--- config.mk ---
export PLATFORM = sky130hd
export DESIGN_NAME = prbs7_bist
export DESIGN_NICKNAME = d
export VERILOG_FILES = /design/src/rtl/prbs7_pkg.sv /design/src/rtl/prbs7_gen.sv /design/src/rtl/prbs7_chk.sv /design/src/rtl/prbs7_pass.sv /design/src/rtl/prbs7_bist.sv
export SDC_FILE = /design/constraint.sdc
export NUM_CORES = 1
export LEC_CHECK = 0
export CORE_AREA = 5 5 73 75
export CTS_BUF_LIST = sky130_fd_sc_hd__clkbuf_16
export CTS_CLUSTER_DIAMETER = 80
export DETAILED_ROUTE_END_ITERATION = 8
export DIE_AREA = 0 0 78 80
export GPL_TIMING_DRIVEN = 0
export PLACE_DENSITY = 0.49
export SYNTH_ARGS = -nofsm -noshare
export SYNTH_HDL_FRONTEND = slang
export SYNTH_SLANG_ARGS = --single-unit
--- constraint.sdc ---
create_clock -name clk_i -period 1.72 [get_ports clk_i]
set_input_delay 0.344 -clock clk_i [delete_from_list [all_inputs] [get_ports clk_i]]
set_output_delay 0.344 -clock clk_i [all_outputs]
set_load 0.02 [all_outputs]
--- src/rtl/prbs7_pkg.sv ---
package prbs7_pkg;
  localparam int LFSR_W = 7;
  localparam int TAP_HI = 7;
  localparam int TAP_LO = 6;
  typedef logic [LFSR_W-1:0] lfsr_t;
  localparam lfsr_t SEED = '1;

  // state[0] holds the newest bit
  function automatic logic next_bit(lfsr_t s);
    return s[TAP_HI-1] ^ s[TAP_LO-1];
  endfunction
endpackage

--- src/rtl/prbs7_gen.sv ---
module prbs7_gen
  import prbs7_pkg::*;
#(
  parameter int WORD_W = 10
) (
  input  logic              clk_i,
  input  logic              rst_ni,
  input  logic              en_i,
  output logic [WORD_W-1:0] word_o
);
  lfsr_t state_q, state_nxt;

  always_comb begin
    lfsr_t s;
    logic  b;
    s = state_q;
    word_o = '0;
    for (int i = 0; i < WORD_W; i++) begin
      b = next_bit(s);
      word_o[i] = b;
      s = {s[LFSR_W-2:0], b};
    end
    state_nxt = s;
  end

  always_ff @(posedge clk_i or negedge rst_ni) begin
    if (!rst_ni)    state_q <= SEED;
    else if (!en_i) state_q <= SEED;
    else            state_q <= state_nxt;
  end


  lfsr_nonzero_chk: assert property (@(posedge clk_i) disable iff (!rst_ni)
    state_q != '0);
endmodule

--- src/rtl/prbs7_chk.sv ---
module prbs7_chk
  import prbs7_pkg::*;
#(
  parameter int WORD_W = 10
) (
  input  logic              clk_i,
  input  logic              rst_ni,
  input  logic              en_i,
  input  logic              valid_i,
  input  logic [WORD_W-1:0] word_i,
  output logic              err_o
);
  lfsr_t             pred_q, pred_nxt;
  logic              seeded_q;
  logic [WORD_W-1:0] mism;

  always_comb begin
    lfsr_t s;
    logic  b;
    s = pred_q;
    mism = '0;
    for (int i = 0; i < WORD_W; i++) begin
      if (!seeded_q && i < LFSR_W) begin
        s = {s[LFSR_W-2:0], word_i[i]};
      end else begin
        b = next_bit(s);
        mism[i] = b ^ word_i[i];
        s = {s[LFSR_W-2:0], b};
      end
    end
    pred_nxt = s;
  end

  assign err_o = en_i & valid_i & (|mism);

  always_ff @(posedge clk_i or negedge rst_ni) begin
    if (!rst_ni) begin
      seeded_q <= 1'b0;
      pred_q   <= '0;
    end else if (!en_i) begin
      seeded_q <= 1'b0;
    end else if (valid_i) begin
      seeded_q <= 1'b1;
      pred_q   <= pred_nxt;
    end
  end


  seed_clear_chk: assert property (@(posedge clk_i) disable iff (!rst_ni)
    $past(!en_i) |-> !seeded_q);
endmodule

--- src/rtl/prbs7_pass.sv ---
module prbs7_pass (
  input  logic clk_i,
  input  logic rst_ni,
  input  logic en_i,
  input  logic latch_i,
  input  logic valid_i,
  input  logic err_i,
  output logic pass_o
);
  logic mode_q, pass_q, clear, base;

  assign clear  = !en_i || (latch_i != mode_q);
  assign base   = (clear || !latch_i) ? 1'b1 : pass_q;
  assign pass_o = pass_q;

  always_ff @(posedge clk_i or negedge rst_ni) begin
    if (!rst_ni) begin
      mode_q <= 1'b0;
      pass_q <= 1'b1;
    end else begin
      mode_q <= latch_i;
      if (en_i && valid_i) pass_q <= base & ~err_i;
      else if (clear)      pass_q <= 1'b1;
    end
  end


  sticky_low_chk: assert property (@(posedge clk_i) disable iff (!rst_ni)
    (en_i && latch_i && mode_q && !pass_q) |=> !pass_q);
endmodule

--- src/rtl/prbs7_bist.sv ---
module prbs7_bist #(
  parameter int WORD_W = 10
) (
  input  logic              clk_i,
  input  logic              rst_ni,
  input  logic              test_en_i,
  input  logic              latch_mode_i,
  input  logic [WORD_W-1:0] tx_word_i,
  input  logic [WORD_W-1:0] rx_word_i,
  input  logic              rx_valid_i,
  output logic [WORD_W-1:0] tx_word_o,
  output logic              pass_o
);
  logic [WORD_W-1:0] gen_word;
  logic              word_err;

  prbs7_gen #(.WORD_W(WORD_W)) u_gen (
    .clk_i  (clk_i),
    .rst_ni (rst_ni),
    .en_i   (test_en_i),
    .word_o (gen_word)
  );

  prbs7_chk #(.WORD_W(WORD_W)) u_chk (
    .clk_i   (clk_i),
    .rst_ni  (rst_ni),
    .en_i    (test_en_i),
    .valid_i (rx_valid_i),
    .word_i  (rx_word_i),
    .err_o   (word_err)
  );

  prbs7_pass u_pass (
    .clk_i   (clk_i),
    .rst_ni  (rst_ni),
    .en_i    (test_en_i),
    .latch_i (latch_mode_i),
    .valid_i (rx_valid_i),
    .err_i   (word_err),
    .pass_o  (pass_o)
  );

  assign tx_word_o = test_en_i ? gen_word : tx_word_i;


  live_pass_chk: assert property (@(posedge clk_i) disable iff (!rst_ni)
    (test_en_i && !latch_mode_i && rx_valid_i && !word_err) |=> pass_o);


  err_drop_chk: assert property (@(posedge clk_i) disable iff (!rst_ni)
    (test_en_i && rx_valid_i && word_err) |=> !pass_o);


  idle_pass_chk: assert property (@(posedge clk_i) disable iff (!rst_ni)
    !test_en_i |=> pass_o);
endmodule

== Word-level counts from Yosys, hierarchy flattened ==
Index checks and enable logic that the tools add are counted.

* Bits in registers: 17
* Latch bits: 0
* Bits in writable memories: 0
* Bits in read-only memories: 0
* Input bits: 25
* Output and inout bits: 11
* Word-level logic and storage cells: 70
* Memories: 0

* Add/subtract/negate cells: 0
* Multiply operators: 0
* Divide/modulo/power cells: 0
* Order comparisons: 0
* Equality and inequality tests: 2
* Shifts and indexed selects: 0
* Muxes and demuxes: 21
* Bitwise logic cells: 34
* Reduce and logical (&&, ||, !) cells: 8

{| class="wikitable"
|+ Operator list
! operator !! count
|-
| $xor 1x1->1 || 30
|-
| $mux 1 || 19
|-
| $mux 10 || 1
|-
| $reduce_or 10->1 || 1
|-
| $mux 7 || 1
|-
| $and 1x1->1 || 3
|-
| $logic_not 1->1 || 2
|-
| $logic_or 1x1->1 || 2
|-
| $ne 2x1->1 const B || 1
|-
| $reduce_and 2->1 || 1
|-
| $reduce_bool 2->1 || 1
|-
| $logic_and 1x1->1 || 1
|-
| $ne 1x1->1 || 1
|-
| $not 1->1 || 1
|}

== Longest topological paths before layout ==
* Depth in word-level cells: 10
* Mapped depth: 6
* Depth with buffers taken out: 5

== Modules after synthesis ==
From an unflattened synthesis, not the netlist that was laid out.

* Cell total of the unflattened synthesis: 118
* Area total of the unflattened synthesis: 1231.2 um^2

{| class="wikitable"
|+ Modules (own cells, without submodules)
! module !! instances !! cells an instance !! area each (um^2) !! sequential area each (um^2)
|-
| prbs7_chk || 1 || 73 || 651.9 || 200.2
|-
| prbs7_gen || 1 || 28 || 337.8 || 183.9
|-
| prbs7_bist || 1 || 11 || 161.4 || 0.0
|-
| prbs7_pass || 1 || 6 || 80.1 || 51.3
|}

== Least setup slack after synthesis ==
No wires, ideal clock.

* Kind: reg-to-reg
* From: register u_chk.pred_q[5]
* To: register u_pass.pass_q, in the netlist u_pass.pass_o
* Library setup time: 0.097 ns
* Arrival time: 1.675 ns
* Required time: 1.623 ns
* Path slack: -0.053 ns
* Cell stages (with the launch flop): 6
* Path buffers: 0
* Clock period less this slack: 1.773 ns
* Path through: dfrtp_1 -> xor2_1 -> or3_1 -> a211o_1 -> o31a_1 -> o41ai_2

* Longest elaborated chain between the ends: 10
* Elaborated cells between the ends (all ways): 20

{| class="wikitable"
|+ Ends and longest elaborated chain
! what !! line !! source
|-
| start, declared || prbs7_chk.sv:13 || <nowiki>lfsr_t pred_q, pred_nxt;</nowiki>
|-
| start signal, assigned || prbs7_chk.sv:44 || <nowiki>pred_q <= pred_nxt;</nowiki>
|-
| $xor 1x1->1 || prbs7_pkg.sv:10 || <nowiki>return s[TAP_HI-1] ^ s[TAP_LO-1];</nowiki>
|-
| $mux 1 || prbs7_chk.sv:23 || <nowiki>if (!seeded_q && i < LFSR_W) begin</nowiki>
|-
| $xor 1x1->1 || prbs7_pkg.sv:10 ||
|-
| $xor 1x1->1 || prbs7_chk.sv:27 || <nowiki>mism[i] = b ^ word_i[i];</nowiki>
|-
| $mux 1 || prbs7_chk.sv:23 ||
|-
| $reduce_or 10->1 (*) || prbs7_chk.sv:34 || <nowiki>assign err_o = en_i & valid_i & (|mism);</nowiki>
|-
| $and 1x1->1 (*) || prbs7_chk.sv:34 ||
|-
| $not 1->1 (*) || prbs7_pass.sv:22 || <nowiki>if (en_i && valid_i) pass_q <= base & ~err_i;</nowiki>
|-
| $and 1x1->1 (*) || prbs7_pass.sv:22 ||
|-
| $mux 1 (*) || prbs7_pass.sv:22 ||
|-
| end signal, assigned || prbs7_pass.sv:22 ||
|-
| end, declared || prbs7_pass.sv:10 || <nowiki>logic mode_q, pass_q, clear, base;</nowiki>
|}

Mark *: on every way between the ends. The rest lies on a longest branch, timed or not.
A chain may end at the register's enable or synchronous reset.

== Worst setup path in the final report ==
* From: register u_chk.pred_q[3]
* To: register u_pass.pass_q, in the netlist u_pass.pass_o

* Longest elaborated chain between the ends: 9
* Elaborated cells between the ends (all ways): 17

{| class="wikitable"
|+ Ends and longest elaborated chain
! what !! line
|-
| $xor 1x1->1 || prbs7_pkg.sv:10
|-
| $mux 1 || prbs7_chk.sv:23
|-
| $xor 1x1->1 || prbs7_pkg.sv:10
|-
| $xor 1x1->1 || prbs7_chk.sv:27
|-
| $reduce_or 10->1 (*) || prbs7_chk.sv:34
|-
| $and 1x1->1 (*) || prbs7_chk.sv:34
|-
| $not 1->1 (*) || prbs7_pass.sv:22
|-
| $and 1x1->1 (*) || prbs7_pass.sv:22
|-
| $mux 1 (*) || prbs7_pass.sv:22
|}

Marks and branches as above.

==> results <==
- The total wirelength of the detailed-routed design is 2.79 mm.
- The worst setup path is launched from a flip-flop.
- Using the TritonRoute via totals, the vias-per-cell ratio works out to 4.33.
- For this design the ratio of total power to cell area is 1380 mW/mm2.
- The worst setup path category is flip-flop to flip-flop.
- After detailed routing, the number of remaining DRC violations is 0.
- The number of placed I/O pins is 36.
- Leaving out fill and tap cells, the most frequent cells in the layout are clkdlybuf4s50_1 (21), xnor2_1 (19), nand2_1 (19).
- The synthesized design contains 17 register bits.
- The gate count of the mapped netlist is 120.
- After global routing the overflow that remains totals 0.
- The number of global-route vias before repair is 959.
- Setup violations remaining at the end of the flow were counted as 3.
- The total negative slack is -0.184 ns.
- Clock latency on the worst-skew pair, taken at its later pin, is 0.24 ns.
- The number of slew-limit violations in the final report is 0.
- Summing over every cut layer, the via total after detailed routing is 935.
- The initial antenna violation count is 0.
- For this run, the post-layout net count is 188.
- After floorplanning, the core was divided into 25 placement rows.
- The maximum fanout along the worst path is 5.
- The cell area after layout is 0.00161 mm2.
- The total of warnings raised by yosys is 0.
- The cell sitting at the root of the clock tree is a clkbuf_16.
- TritonCTS built the clock tree.
- In this run the worst setup path begins at u_chk.pred_q[3].
- STA classifies the critical path endpoint as a flip-flop.
- The leading area contributor after synthesis is dfrtp_1.
- The clock input transition at the sequential cells of the worst setup and hold paths is 0.05 ns.
- The flow ran to the end, but the final reports show violations.
- After synthesis, the cell types taking the most area are dfrtp_1 (20%), dfstp_2 (19%), xnor2_1 (16%).
- The path class of the tightest hold or removal check is primary input to async pin.
- The final number of hold-violating endpoints is 0.
- The die extent in x is 78 um.
- The number of antenna diodes is 0.
- The die covers 0.00624 mm2.
- The cell area after placement is 0.00152 mm2.
- IR analysis of the VDD net gives a maximum drop of 451 uV.
- The fraction of final layout cells sized beyond drive strength 1 is 21.0%.
- After synthesis, the largest area contributor takes up 20.5% of total cell area.
- At the pin with the least slew margin, the transition time is 0.757 ns.
- In this run the static leakage power is 0.677 nW.
- Relative to the synthesized area, the layout overhead comes to 46.6%.
- In this run the critical register-to-register path is launched from u_chk.pred_q[3].
- The count of nets left with antenna violations once routing finished came out at 0.
- The tool flagged a number of max-cap violations equal to 0.
- The number of search-and-repair iterations in the first detailed-routing pass is 4.
- Dividing the synthesized area by the synthesized cell count gives 9.17 um2.
- At the end of routability-driven placement, the weighted congestion stood at 0.746.
- The total routing resource utilization after global routing is 9.49%.
- The pin count of the biggest net entering global routing is 18.
- The clock passes through at most 2 buffers.
- The CTS sink count is 17.
- The number of DRC markers after the initial detailed-route iteration is 28.
- Based on the critical path, the design can be clocked at up to 539 MHz.
- The number of buffers created by CTS is 3.
- The initial cell density of the core is 23.9%.
- The required arrival time at the worst endpoint is 1.86 ns.
- The H-tree depth is 1.
- The average wire per cell in the routed design is 12.9 um.
- The maximum clock skew at final layout is 0.00113 ns.
- In this run the tightest slew margin relative to its limit is 49.3%.
- The worst hold margin is 0.549 ns.
- For this run, the register share of the synthesized area comes to 39.6%.
- The final reports fail on setup timing.
- Measured along the y axis, the die boundary spans 80 um.
- The number of nets in the synthesized netlist is 145.
- Leaving out fill and tap cells, the most frequent cell in the layout is clkdlybuf4s50_1.
- After synthesis the cells add up to 0.00110 mm2.
- The final critical delay including setup and external delays is 1.85 ns.
- The critical path arrival is 2.00 ns.
- Yosys mapped the design onto 22 distinct sky130hd cell types.
- For this design, the CTS-stage hold fixing added 0 buffers.
- Input and output buffers added on the ports amount to 35.
- Timing analysis after detailed placement gives a worst setup slack of -0.842 ns.
- Summed over all nets, the half-perimeter wirelength after detailed placement is 2.25 mm.
- In this run the standard cell core region covers 0.00460 mm2.
- The ratio of final minimum period to clock period is 108%.
- The slack of the critical path is -0.134 ns.
- Setup repair after global routing could not meet its margin everywhere.
- The first global-routing pass estimated 4.66 mm of wire.
[worst max-delay path, cell delays in order (launching register included)]
cell and delay [ns]:
dfrtp_1 0.37, buf_6 0.13, xor2_2 0.14, or3_1 0.30
a211o_1 0.31, o31a_1 0.28, o41ai_2 0.23
[where the power goes]
group | switching, W | internal, W
Clock | 0.000146 | 0.000311
Sequential | 0.000125 | 0.000576
Combinational | 0.000535 | 0.000533
[flip-flops by register name, summed over array words and instances (netlist names)]
| name | flops |
|---|---|
| u_chk.pred_q | 7 |
| u_chk.seeded_q | 1 |
| u_gen.state_q | 7 |
| u_pass.mode_q | 1 |
| u_pass.pass_o | 1 |
[synth_stat cells]
cell type,n
dfstp_2,8
nand3_1,1
inv_1,1
a211o_1,1
o41ai_2,1
buf_6,1
nor2_1,6
a21o_1,1
o31a_1,1
xor2_1,12
xnor2_1,20
and3_1,1
nand2_1,19
dfrtp_1,9
nor3_1,2
o21a_1,7
mux2i_1,4
nor3b_1,1
clkbuf_1,7
or3_1,1
a21oi_1,6
o21ai_0,10
[kinds of logic (layout without fill, tap and decap cells)]
kind of cell              count (synthesis)  after routing  synth area share, %
xor gates and xnor gates                 32             32                 25.5
and+or+nand+nor                          31             31                 11.7
AOI/OAI and AO/OA                        27             27                 15.8
DFF                                      17             17                 39.6
buffers and inverters                     9             51                 3.75
muxes                                     4              4                 3.64
[layout make-up]
class                           count  area [um2]
Buffer                              7        55.1
Clock buffer                        3        75.1
Clock inverter                      1        5.00
Fill cell                         459        2990
Inverter                            1        3.75
Multi-Input combinational cell     94         638
Sequential cell                    17         437
Tap cell                           54        67.6
Timing Repair Buffer               39         332
[final timing paths]
| check | end | depth (start not counted) | slack, ns |
|---|---|---|---|
| max in group asynchronous | u_chk.pred_q[5] | 1 | 0.65 |
| min in group clk_i | u_chk.pred_q[5] | 2 | 0.56 |
| min | u_chk.pred_q[0] | 1 | 0.55 |
| min reg2reg | u_chk.pred_q[5] | 2 | 0.56 |
| max | u_pass.pass_o | 6 | -0.13 |
| max reg2reg | u_pass.pass_o | 6 | -0.13 |
[through the flow]
stage               util (%)  cells  power [W]
floorplan                  -    120    0.00140
global placement        33.0    209    0.00180
detailed placement      33.0    209    0.00181
CTS                     34.6    215    0.00222
global route            35.1    216    0.00239
finish                  35.1    216    0.00223
[timing repair]
item                       CTS  global route
gates resized for setup     48             8
setup buffers                3             1
gates cloned                 0             0
pin swaps                    0             2
setup endpoints to repair   11             5
[metal layers]
| layer | wire (um) | part of all wire [%] | up-vias | GRT usage [%] |
|---|---|---|---|---|
| li1 | - | - | 476 | - |
| met1 | 1250 | 45 | 435 | 12.0 |
| met2 | 1390 | 50 | 20 | 15.7 |
| met3 | 119 | 4.3 | 4 | 2.03 |
| met4 | 28 | 1.0 | 0 | 3.55 |
| met5 | 0 | 0 | - | 0 |
No activity file was read; power rests on OpenSTA's default activity.
